<file path="src/rtl/dma_hs_pkg.sv">
package dma_hs_pkg;

  // Configuration fields; bit 0 is enable, bit 3 is the long-burst select.
  typedef struct packed {
    logic burst8;
    logic burst;
    logic int_eot;
    logic enable;
  } dma_cfg_t;

  localparam int CFG_BITS = 4;

  typedef enum logic [1:0] {
    ST_IDLE = 2'd0,
    ST_REQ  = 2'd1,
    ST_GAP  = 2'd2
  } dma_st_e;

endpackage

</file>
<file path="src/rtl/dma_cfg_regs.sv">
module dma_cfg_regs
  import dma_hs_pkg::*;
#(
  parameter int ADDR_W = 8,
  parameter int DATA_W = 16,
  parameter logic [ADDR_W-1:0] CFG_RD = 8'h21,
  parameter logic [ADDR_W-1:0] CFG_WR = 8'hA1,
  parameter logic [ADDR_W-1:0] TC_RD  = 8'h22,
  parameter logic [ADDR_W-1:0] TC_WR  = 8'hA2
) (
  input  logic              clk,
  input  logic              rst_n,
  input  logic              reg_wr,
  input  logic [ADDR_W-1:0] reg_addr,
  input  logic [DATA_W-1:0] reg_wdata,
  output logic [DATA_W-1:0] reg_rdata,
  output dma_cfg_t          cfg,
  output dma_cfg_t          new_cfg,
  output logic [DATA_W-1:0] tcount,
  output logic              start,
  output logic              stop
);

  logic cfg_hit, tc_hit;

  assign cfg_hit = reg_wr && (reg_addr == CFG_WR);
  assign tc_hit  = reg_wr && (reg_addr == TC_WR);
  assign new_cfg = dma_cfg_t'(reg_wdata[CFG_BITS-1:0]);
  assign start   = cfg_hit && new_cfg.enable;
  assign stop    = cfg_hit && !new_cfg.enable;

  always_ff @(posedge clk) begin
    if (!rst_n) begin
      cfg    <= '0;
      tcount <= '0;
    end else begin
      if (cfg_hit) cfg <= new_cfg;
      if (tc_hit)  tcount <= reg_wdata;
    end
  end

  always_comb begin
    reg_rdata = '0;
    if (reg_addr == CFG_RD)     reg_rdata[CFG_BITS-1:0] = cfg;
    else if (reg_addr == TC_RD) reg_rdata = tcount;
  end

  a_r2_cfg_written: assert property (@(posedge clk) disable iff (!rst_n)
    cfg_hit |=> (cfg == $past(new_cfg)));
  a_r2_cfg_kept: assert property (@(posedge clk) disable iff (!rst_n)
    !cfg_hit |=> $stable(cfg));
  a_r2_tc_kept: assert property (@(posedge clk) disable iff (!rst_n)
    !tc_hit |=> $stable(tcount));

endmodule

</file>
<file path="src/rtl/dma_word_counter.sv">
module dma_word_counter #(
  parameter int CNT_W = 16
) (
  input  logic             clk,
  input  logic             rst_n,
  input  logic             clear,
  input  logic             step,
  input  logic [CNT_W-1:0] tcount,
  output logic [CNT_W-1:0] count,
  output logic             last_word,
  output logic             tc_zero
);

  // True when the word now moving is the final one of the programmed count.
  function automatic logic is_terminal(input logic [CNT_W-1:0] c,
                                       input logic [CNT_W-1:0] t);
    return (c + CNT_W'(1)) == t;
  endfunction

  assign last_word = is_terminal(count, tcount);
  assign tc_zero   = (tcount == '0);

  always_ff @(posedge clk) begin
    if (!rst_n)     count <= '0;
    else if (clear) count <= '0;
    else if (step)  count <= count + CNT_W'(1);
  end

  a_r10_count_clear: assert property (@(posedge clk) disable iff (!rst_n)
    clear |=> (count == '0));
  a_r6_count_step: assert property (@(posedge clk) disable iff (!rst_n)
    (step && !clear) |=> (count == $past(count) + CNT_W'(1)));
  a_r6_count_hold: assert property (@(posedge clk) disable iff (!rst_n)
    (!step && !clear) |=> $stable(count));

endmodule

</file>
<file path="src/rtl/dma_req_fsm.sv">
module dma_req_fsm
  import dma_hs_pkg::*;
#(
  parameter int SHORT_BURST = 4,
  parameter int LONG_BURST  = 8,
  localparam int BEAT_W = $clog2(LONG_BURST + 1)
) (
  input  logic     clk,
  input  logic     rst_n,
  input  logic     start,
  input  logic     stop,
  input  dma_cfg_t cfg,
  input  dma_cfg_t new_cfg,
  input  logic     tc_zero,
  input  logic     last_word,
  input  logic     host_phase,
  input  logic     host_eot,
  output logic     dreq,
  output logic     phase,
  output logic     done
);

  dma_st_e           state;
  logic [BEAT_W-1:0] beat;
  logic [BEAT_W-1:0] wpr;
  logic              end_now, closes;

  function automatic logic [BEAT_W-1:0] words_per_request(input dma_cfg_t c);
    if (!c.burst)  return BEAT_W'(1);
    if (c.burst8)  return BEAT_W'(LONG_BURST);
    return BEAT_W'(SHORT_BURST);
  endfunction

  function automatic logic closes_request(input logic [BEAT_W-1:0] b,
                                          input logic [BEAT_W-1:0] w);
    return (b + BEAT_W'(1)) == w;
  endfunction

  assign dreq    = (state == ST_REQ);
  assign phase   = dreq && host_phase;
  assign wpr     = words_per_request(cfg);
  assign closes  = closes_request(beat, wpr);
  assign end_now = phase && (cfg.int_eot ? last_word : host_eot);

  always_ff @(posedge clk) begin
    if (!rst_n) begin
      state <= ST_IDLE;
      beat  <= '0;
      done  <= 1'b0;
    end else if (stop) begin
      state <= ST_IDLE;
      beat  <= '0;
    end else if (start) begin
      beat <= '0;
      if (new_cfg.int_eot && tc_zero) begin
        state <= ST_IDLE;
        done  <= 1'b1;
      end else begin
        state <= ST_REQ;
        done  <= 1'b0;
      end
    end else begin
      case (state)
        ST_REQ: if (phase) begin
          if (end_now) begin
            state <= ST_IDLE;
            done  <= 1'b1;
            beat  <= '0;
          end else if (closes) begin
            state <= ST_GAP;
            beat  <= '0;
          end else begin
            beat <= beat + BEAT_W'(1);
          end
        end
        ST_GAP:  state <= ST_REQ;
        default: state <= ST_IDLE;
      endcase
    end
  end

  a_r4_beat_bound: assert property (@(posedge clk) disable iff (!rst_n)
    beat < wpr);
  a_r3_single_drop: assert property (@(posedge clk) disable iff (!rst_n)
    (phase && !cfg.burst && !start && !stop) |=> !dreq);
  a_r3_regrant: assert property (@(posedge clk) disable iff (!rst_n)
    (state == ST_GAP && !start && !stop) |=> dreq);
  a_r7_ext_end: assert property (@(posedge clk) disable iff (!rst_n)
    (phase && !cfg.int_eot && host_eot && !start && !stop) |=> (done && !dreq));
  a_r9_zero_count: assert property (@(posedge clk) disable iff (!rst_n)
    (start && new_cfg.int_eot && tc_zero) |=> (done && !dreq));
  a_r10_idle_after_done: assert property (@(posedge clk) disable iff (!rst_n)
    (done && !start) |=> !dreq);

endmodule

</file>
<file path="src/rtl/dma_hs_slave.sv">
module dma_hs_slave
  import dma_hs_pkg::*;
#(
  parameter int DATA_W      = 16,
  parameter int ADDR_W      = 8,
  parameter int SHORT_BURST = 4,
  parameter int LONG_BURST  = 8,
  parameter logic [ADDR_W-1:0] CFG_RD = 8'h21,
  parameter logic [ADDR_W-1:0] CFG_WR = 8'hA1,
  parameter logic [ADDR_W-1:0] TC_RD  = 8'h22,
  parameter logic [ADDR_W-1:0] TC_WR  = 8'hA2
) (
  input  logic              clk,
  input  logic              rst_n,
  input  logic              reg_wr,
  input  logic [ADDR_W-1:0] reg_addr,
  input  logic [DATA_W-1:0] reg_wdata,
  output logic [DATA_W-1:0] reg_rdata,
  output logic              dma_req,
  input  logic              dma_ack,
  input  logic              host_rd,
  input  logic              host_wr,
  input  logic              host_eot,
  input  logic [DATA_W-1:0] host_din,
  output logic [DATA_W-1:0] host_dout,
  output logic [DATA_W-1:0] buf_addr,
  output logic              buf_we,
  output logic              buf_re,
  output logic [DATA_W-1:0] buf_wdata,
  input  logic [DATA_W-1:0] buf_rdata,
  output logic              xfer_done
);

  dma_cfg_t          cfg, new_cfg;
  logic [DATA_W-1:0] tcount, count;
  logic              start, stop, last_word, tc_zero;
  logic              host_phase, phase;

  // One strobe exactly, together with the acknowledge.
  assign host_phase = dma_ack && (host_rd ^ host_wr);

  dma_cfg_regs #(
    .ADDR_W(ADDR_W), .DATA_W(DATA_W),
    .CFG_RD(CFG_RD), .CFG_WR(CFG_WR), .TC_RD(TC_RD), .TC_WR(TC_WR)
  ) u_regs (
    .clk(clk), .rst_n(rst_n), .reg_wr(reg_wr), .reg_addr(reg_addr),
    .reg_wdata(reg_wdata), .reg_rdata(reg_rdata), .cfg(cfg),
    .new_cfg(new_cfg), .tcount(tcount), .start(start), .stop(stop)
  );

  dma_word_counter #(.CNT_W(DATA_W)) u_cnt (
    .clk(clk), .rst_n(rst_n), .clear(start), .step(phase),
    .tcount(tcount), .count(count), .last_word(last_word), .tc_zero(tc_zero)
  );

  dma_req_fsm #(.SHORT_BURST(SHORT_BURST), .LONG_BURST(LONG_BURST)) u_fsm (
    .clk(clk), .rst_n(rst_n), .start(start), .stop(stop), .cfg(cfg),
    .new_cfg(new_cfg), .tc_zero(tc_zero), .last_word(last_word),
    .host_phase(host_phase), .host_eot(host_eot), .dreq(dma_req),
    .phase(phase), .done(xfer_done)
  );

  assign buf_addr  = count;
  assign buf_we    = phase && host_wr;
  assign buf_re    = phase && host_rd;
  assign buf_wdata = host_din;
  assign host_dout = buf_re ? buf_rdata : '0;

  a_r5_ack_alone: assert property (@(posedge clk) disable iff (!rst_n)
    (dma_ack && (host_rd == host_wr)) |-> (!buf_we && !buf_re));
  a_r6_one_direction: assert property (@(posedge clk) disable iff (!rst_n)
    $onehot0({buf_we, buf_re}));
  a_r5_no_access_idle: assert property (@(posedge clk) disable iff (!rst_n)
    !dma_req |-> (!buf_we && !buf_re));

endmodule

</file>
<file path="config.mk">
export PLATFORM = sky130hd
export DESIGN_NAME = dma_hs_slave
export DESIGN_NICKNAME = d
export VERILOG_FILES = /design/src/rtl/dma_hs_pkg.sv /design/src/rtl/dma_cfg_regs.sv /design/src/rtl/dma_word_counter.sv /design/src/rtl/dma_req_fsm.sv /design/src/rtl/dma_hs_slave.sv
export SDC_FILE = /design/constraint.sdc
export NUM_CORES = 1
export LEC_CHECK = 0
export BUFFER_PORTS_ARGS = -buffer_cell sky130_fd_sc_hd__buf_2
export CAP_MARGIN = 10
export CORE_ASPECT_RATIO = 0.6
export CORE_MARGIN = 2
export CORE_UTILIZATION = 45
export DETAILED_ROUTE_END_ITERATION = 10
export PLACE_DENSITY = 0.83
export SETUP_SLACK_MARGIN = 0.02
export SLEW_MARGIN = 20
export SYNTH_ARGS = -nofsm -noshare
export SYNTH_HDL_FRONTEND = slang
export SYNTH_SLANG_ARGS = --single-unit
</file>
<file path="constraint.sdc">
create_clock -name clk -period 2.8 [get_ports clk]
set_input_delay 0.56 -clock clk [delete_from_list [all_inputs] [get_ports clk]]
set_output_delay 0.56 -clock clk [all_outputs]
set_load 0.005 [all_outputs]
</file>
Yosys cells after proc, flatten, opt, wreduce, memory -nomap -nowiden:

Cells that the tools add are included.

* bits of input ports: 63
* output and inout bits: 68
* logic and storage cells: 69
* register bits after elaboration: 43

* bitwise logic cells: 3
* reductions and logical operators: 21
* $add $sub $neg: 2
* multiplexer cells: 24
* eq/ne operators: 10

Operator list (count)
* 16-bit 2-to-1 mux: 2
* 4-bit 2-to-1 mux: 7
* 16-bit by 1-bit adder with 16-bit output (second input constant): 1
* 16-bit equality test: 1
* 8-bit by 6-bit equality test with 1-bit output (second input constant): 2
* 8-bit equality test (second input constant): 2
* 16-bit logical NOT: 1
* 12-bit 2-to-1 mux: 1
* 1-bit logical AND: 10
* 1-bit 2-to-1 mux: 9
* 2-bit 2-to-1 mux: 4
* 2-bit nonzero test: 3
* 4-bit by 1-bit adder with 4-bit output (second input constant): 1
* 4-bit equality test: 1
* 4-bit != test (second input constant): 1
* 2-bit case mux with 2 select lines: 1
* 2-bit AND reduction: 2
* 4-bit AND reduction: 1
* 2-bit OR reduction: 2
* 3-bit != test (second input constant): 1
* 3-bit OR reduction: 1
* 2-bit by 1-bit equality test with 1-bit output (second input constant): 1
* 2-bit equality test (second input constant): 1
* 1-bit inverter: 2
* 2 further kinds: 2

Depth between registers and ports, before layout:

* depth after elaboration: 10
* mapped depth: 9
* mapped depth without buffers: 8

By module:

Synthesis repeated with hierarchy kept, for this count alone.

* cell total of the unflattened synthesis: 386
* area total of the unflattened synthesis: 3116.7 um^2

Modules (own cells, without submodules)
* dma_word_counter: cells an instance 163, sequential area each 320.3 um^2, area an instance 1241.2 um^2, instances 1
* dma_cfg_regs: cells an instance 117, sequential area each 400.4 um^2, area an instance 1038.5 um^2, instances 1
* dma_req_fsm: cells an instance 68, sequential area each 140.1 um^2, area an instance 576.8 um^2, instances 1
* dma_hs_slave: cells an instance 38, sequential area each 0.0 um^2, area an instance 260.2 um^2, instances 1

Worst setup path before layout:

No wires, ideal clock.

* path type: input -> output
* start point: input reg_addr[0]
* end point: output reg_rdata[10]
* setup slack: 346 ps
* required time: 2240 ps
* cell stages on the path: 4
* arrival: 1894 ps
* path buffers: 1
* cells stage by stage: or4b_2 nor2_1 clkbuf_1 and2_1

* word-level cells in the longest chain between the ends: 3
* elaborated cells between the ends (all ways): 4
* those cells by class: eq/ne (2); mux (2)

Ends and longest elaborated chain
* from (decl): line dma_hs_slave.sv:16 `input logic [ADDR_W-1:0] reg_addr,`
* 8-bit by 6-bit equality test with 1-bit output: line dma_cfg_regs.sv:45 `else if (reg_addr == TC_RD) reg_rdata = tcount;`
* 16-bit 2-to-1 mux: line dma_cfg_regs.sv:45
* 12-bit 2-to-1 mux *: line dma_cfg_regs.sv:44 `if (reg_addr == CFG_RD) reg_rdata[CFG_BITS-1:0] = cfg;`
* to (decl): line dma_hs_slave.sv:18 `output logic [DATA_W-1:0] reg_rdata,`

Every way passes the cells marked *; elsewhere a longest branch is shown, timed or not.

Worst setup path after layout:

* start point: register u_cnt.count[0]
* end point: register u_fsm.beat[2]

* word-level cells in the longest chain between the ends: 5

Ends and longest elaborated chain
* from (decl): line dma_word_counter.sv:9 `output logic [CNT_W-1:0] count,`
* from (signal assigned): line dma_word_counter.sv:26 `else if (step) count <= count + CNT_W'(1);`
* 16-bit by 1-bit adder with 16-bit output: line dma_word_counter.sv:17 `return (c + CNT_W'(1)) == t;`
* 16-bit equality test: line dma_word_counter.sv:17
* 1-bit 2-to-1 mux: line dma_req_fsm.sv:43 `assign end_now = phase && (cfg.int_eot ? last_word : host_eot);`
* 1-bit logical AND: line dma_req_fsm.sv:43
* 4-bit 2-to-1 mux: line dma_req_fsm.sv:65 `if (end_now) begin`
* to (signal assigned): line dma_req_fsm.sv:73 `beat <= beat + BEAT_W'(1);`
* to (decl): line dma_req_fsm.sv:24 `logic [BEAT_W-1:0] beat;`

Every way passes these cells.
A chain may end at the register's enable or synchronous reset.

==> impl_metrics.py <==
metrics = {
    "run_status": {
        "status": "complete, no violations",
    },
    "clocking": {
        "numCtsBuffers": 5,
        "hold_buffers": 0,
        "cts_sinks": 43,
        "clock_latency_ps": 280,
        "clk_pin_slew_ps": 60,
        "cts_buffer_depth": 2,
        "cts-htree-levels": 2,
        "clock-root-buffer": "clkbuf_16",
        "cts_tree": "built",
    },
    "global_route": {
        "track_usage_pct": 21.4,
        "first_global_vias": 2679,
        "grt_pass1_wl_microns": 13100,
        "grt_antenna_before_repair": 0,
        "grt_overflow_total": 0,
        "grt_max_degree": 26,
    },
    "sta": {
        "hold_violations": 0,
        "period_share_pct": 91.3,
        "fin_tns_setup_ps": 0,
        "fin_skew_ps": 3.77,
        "fin_crit_ps": 2560,
        "grt_setup_unrepaired": "no",
        "timing.fmax_mhz": 391,
        "max_slew_margin_pct": 60.2,
        "setup_viol": 0,
        "final_max_slew_viol_count": 0,
        "worst_pin_slew_ps": 596,
    },
    "hold_path": {
        "hp-class": "register to register",
        "hold_start": "u_regs.cfg[0]$_SDFFE_PN0P_",
        "worstHoldEndpoint": "u_regs.cfg[0]$_SDFFE_PN0P_",
        "min_path_cells": 2,
    },
    "drt": {
        "wl_per_cell_microns": 15.1,
        "wl_microns": 8230,
        "final_antenna_net_count": 0,
        "drt-pass1-iter-count": 5,
        "via_count": 3025,
        "drt-initial-drc-count": 234,
        "viasPerCell": 5.53,
        "drc_errors": 0,
    },
    "setup_path": {
        "start_kind": "register",
        "r2r_start": "u_cnt.count[0]$_SDFFE_PP0P_",
        "critical_path_class": "register to register",
        "r2r_slack_ps": 240,
        "required_ps": 2960,
        "reg2regPathDepth": 7,
        "end_kind": "register",
        "crit_fanout": 7,
        "critPathArrivalTime_ps": 2710,
        "r2r-end": "u_fsm.beat[2]$_SDFFE_PP0P_",
    },
    "power": {
        "finalPower_mw": 1.28,
        "vdd_drop_max_mv": 0.225,
        "power.density_nw_per_um2": 342,
        "p_leak_nw": 1.56,
    },
    "placed_design": {
        "port_buffers": 98,
        "dpl_cell_area_sq_um": 3580,
        "gp_congestion": 0.921,
        "hpwl_microns": 6310,
    },
    "final_layout": {
        "n_antenna_cell": 0,
        "utilization_pct": 56.0,
        "fin_area_sq_um": 3740,
        "drive_gt1_share_pct": 30.2,
        "syn_to_final_growth_pct": 20.5,
        "nNetsFinal": 524,
    },
    "die": {
        "core-area_sq_um": 6680,
        "die_h_microns": 68.3,
        "io_pins": 131,
        "start_util_pct": 46.4,
        "die_w_microns": 111,
        "die-area_sq_um": 7590,
        "rows": 23,
    },
    "synth": {
        "yosysSeqAreaShare_pct": 27.8,
        "syn_inst": 372,
        "synth-edff-count": 0,
        "synthArstFlopShare_pct": 0,
        "syn-cell-area_sq_um": 3100,
        "ys_types": 56,
        "yosys-top-cells-area": "dfxtp_1, and2_1, mux2i_1",
        "synthTopCellsByCount": "dfxtp_1, nand2_1, and2_1, nor2_1, nor2b_1",
        "synth.net_count": 437,
        "yosysMostFrequentCell": "dfxtp_1",
        "ys_seq_elements": 43,
        "yosysTopAreaCellShare_pct": 27.8,
        "yosys_warnings": 0,
        "synthFlopType": "dfxtp_1",
        "synth_area_leader_cell": "dfxtp_1",
        "synth.avg_cell_area_sq_um": 8.33,
    },
    "job": {
        "drv_cap": 0,
    },
}
cell type report:
class | count | area, sq um
Timing Repair Buffer | 115 | 618
Tap cell | 87 | 109
Multi-Input combinational cell | 290 | 1980
Sequential cell | 43 | 861
Fill cell | 606 | 2940
Inverter | 4 | 15.0
Clock buffer | 8 | 156
worst max path at each step:
| stage | from | to | slack, ps | depth (start not counted) |
|---|---|---|---|---|
| final | u_cnt.count[0]$_SDFFE_PP0P_ | u_fsm.beat[2]$_SDFFE_PP0P_ | 240 | 7 |
| after CTS | u_fsm.state[0]$_SDFFE_PP0P_ | host_dout[11] | 200 | 5 |
| after floorplan | reg_addr[0] | reg_rdata[10] | 350 | 4 |
| after global routing | u_cnt.count[0]$_SDFFE_PP0P_ | u_fsm.beat[2]$_SDFFE_PP0P_ | 80 | 7 |
| after global placement | u_cnt.count[0]$_SDFFE_PP0P_ | u_fsm.beat[2]$_SDFFE_PP0P_ | 310 | 8 |
| after detailed placement | u_cnt.count[0]$_SDFFE_PP0P_ | u_fsm.beat[2]$_SDFFE_PP0P_ | 280 | 7 |
flip-flops by register name (all words and copies together), names as in the netlist:
signal,flops
u_cnt.count,16
u_fsm.beat,4
u_fsm.done,1
u_fsm.state,2
u_regs.cfg,4
u_regs.tcount,16
timing repair:
item,in CTS,in global routing
buffers inserted,0,0
resized for setup,0,2
endpoints found under the setup margin,0,2
routing by layer:
layer | global-route usage [%] | vias to the layer above | share of wire, %
li1 | - | 1482 | -
met5 | 0 | - | 0
met1 | 32.9 | 1380 | 50
met4 | 3.55 | 0 | 0.51
met2 | 31.2 | 155 | 41
met3 | 3.99 | 8 | 7.9
layout by cell type (no fill, tap or decap), types with 2 or more instances in the layout:
cell type	instances
a211oi_1	2
a21boi_0	4
a21o_1	2
a21oi_1	10
a22o_1	4
a31o_2	2
a31oi_1	5
and2_1	32
and3_1	3
and4_1	4
and4b_1	2
buf_2	98
buf_4	17
clkbuf_16	5
clkbuf_8	2
dfxtp_1	43
ha_1	2
inv_1	4
mux2i_1	18
nand2_1	35
nand2b_1	5
nand3_1	13
nand3b_1	2
nand4_1	7
nand4_2	3
nor2_1	24
nor2_2	2
nor2b_1	21
nor3_1	9
nor3b_1	2
nor4_1	7
nor4_2	2
o2111a_1	2
o21ai_0	10
or3_1	5
or4b_2	2
xnor2_1	15
xor2_1	14
metrics by stage:
stage	hold WS, ps	setup slack, ps	std cells
global placement	458	308	539
detailed placement	477	281	539
CTS	485	204	547
global route	507	83.1	547
floorplan	443	346	372
finish	479	245	547
kinds of logic after synthesis:
family	after synthesis	share of synthesized area [%]
compound gates	55	13.4
xor+xnor	30	8.92
fa+ha+maj	2	0.807
buf+inv	39	8.64
flops	43	27.8
mux	18	5.81
simple gates	185	34.6
critical path, cell delays in order, from the launching register on:
cell,delay (ps)
dfxtp_1,540
nand4_2,230
o41a_1,480
or4_4,520
o211ai_2,110
nand4_2,230
a41oi_1,260
a31oi_1,60
power breakdown:
part / switching, mW / internal [mW] / leakage (nW) / total (mW)
combinational: 0.0281 / 0.0331 / 1.13 / 0.0612
clock: 0.223 / 0.379 / 0.0772 / 0.603
sequential: 0.000579 / 0.612 / 0.346 / 0.613
(Power assumes the default switching activity.)
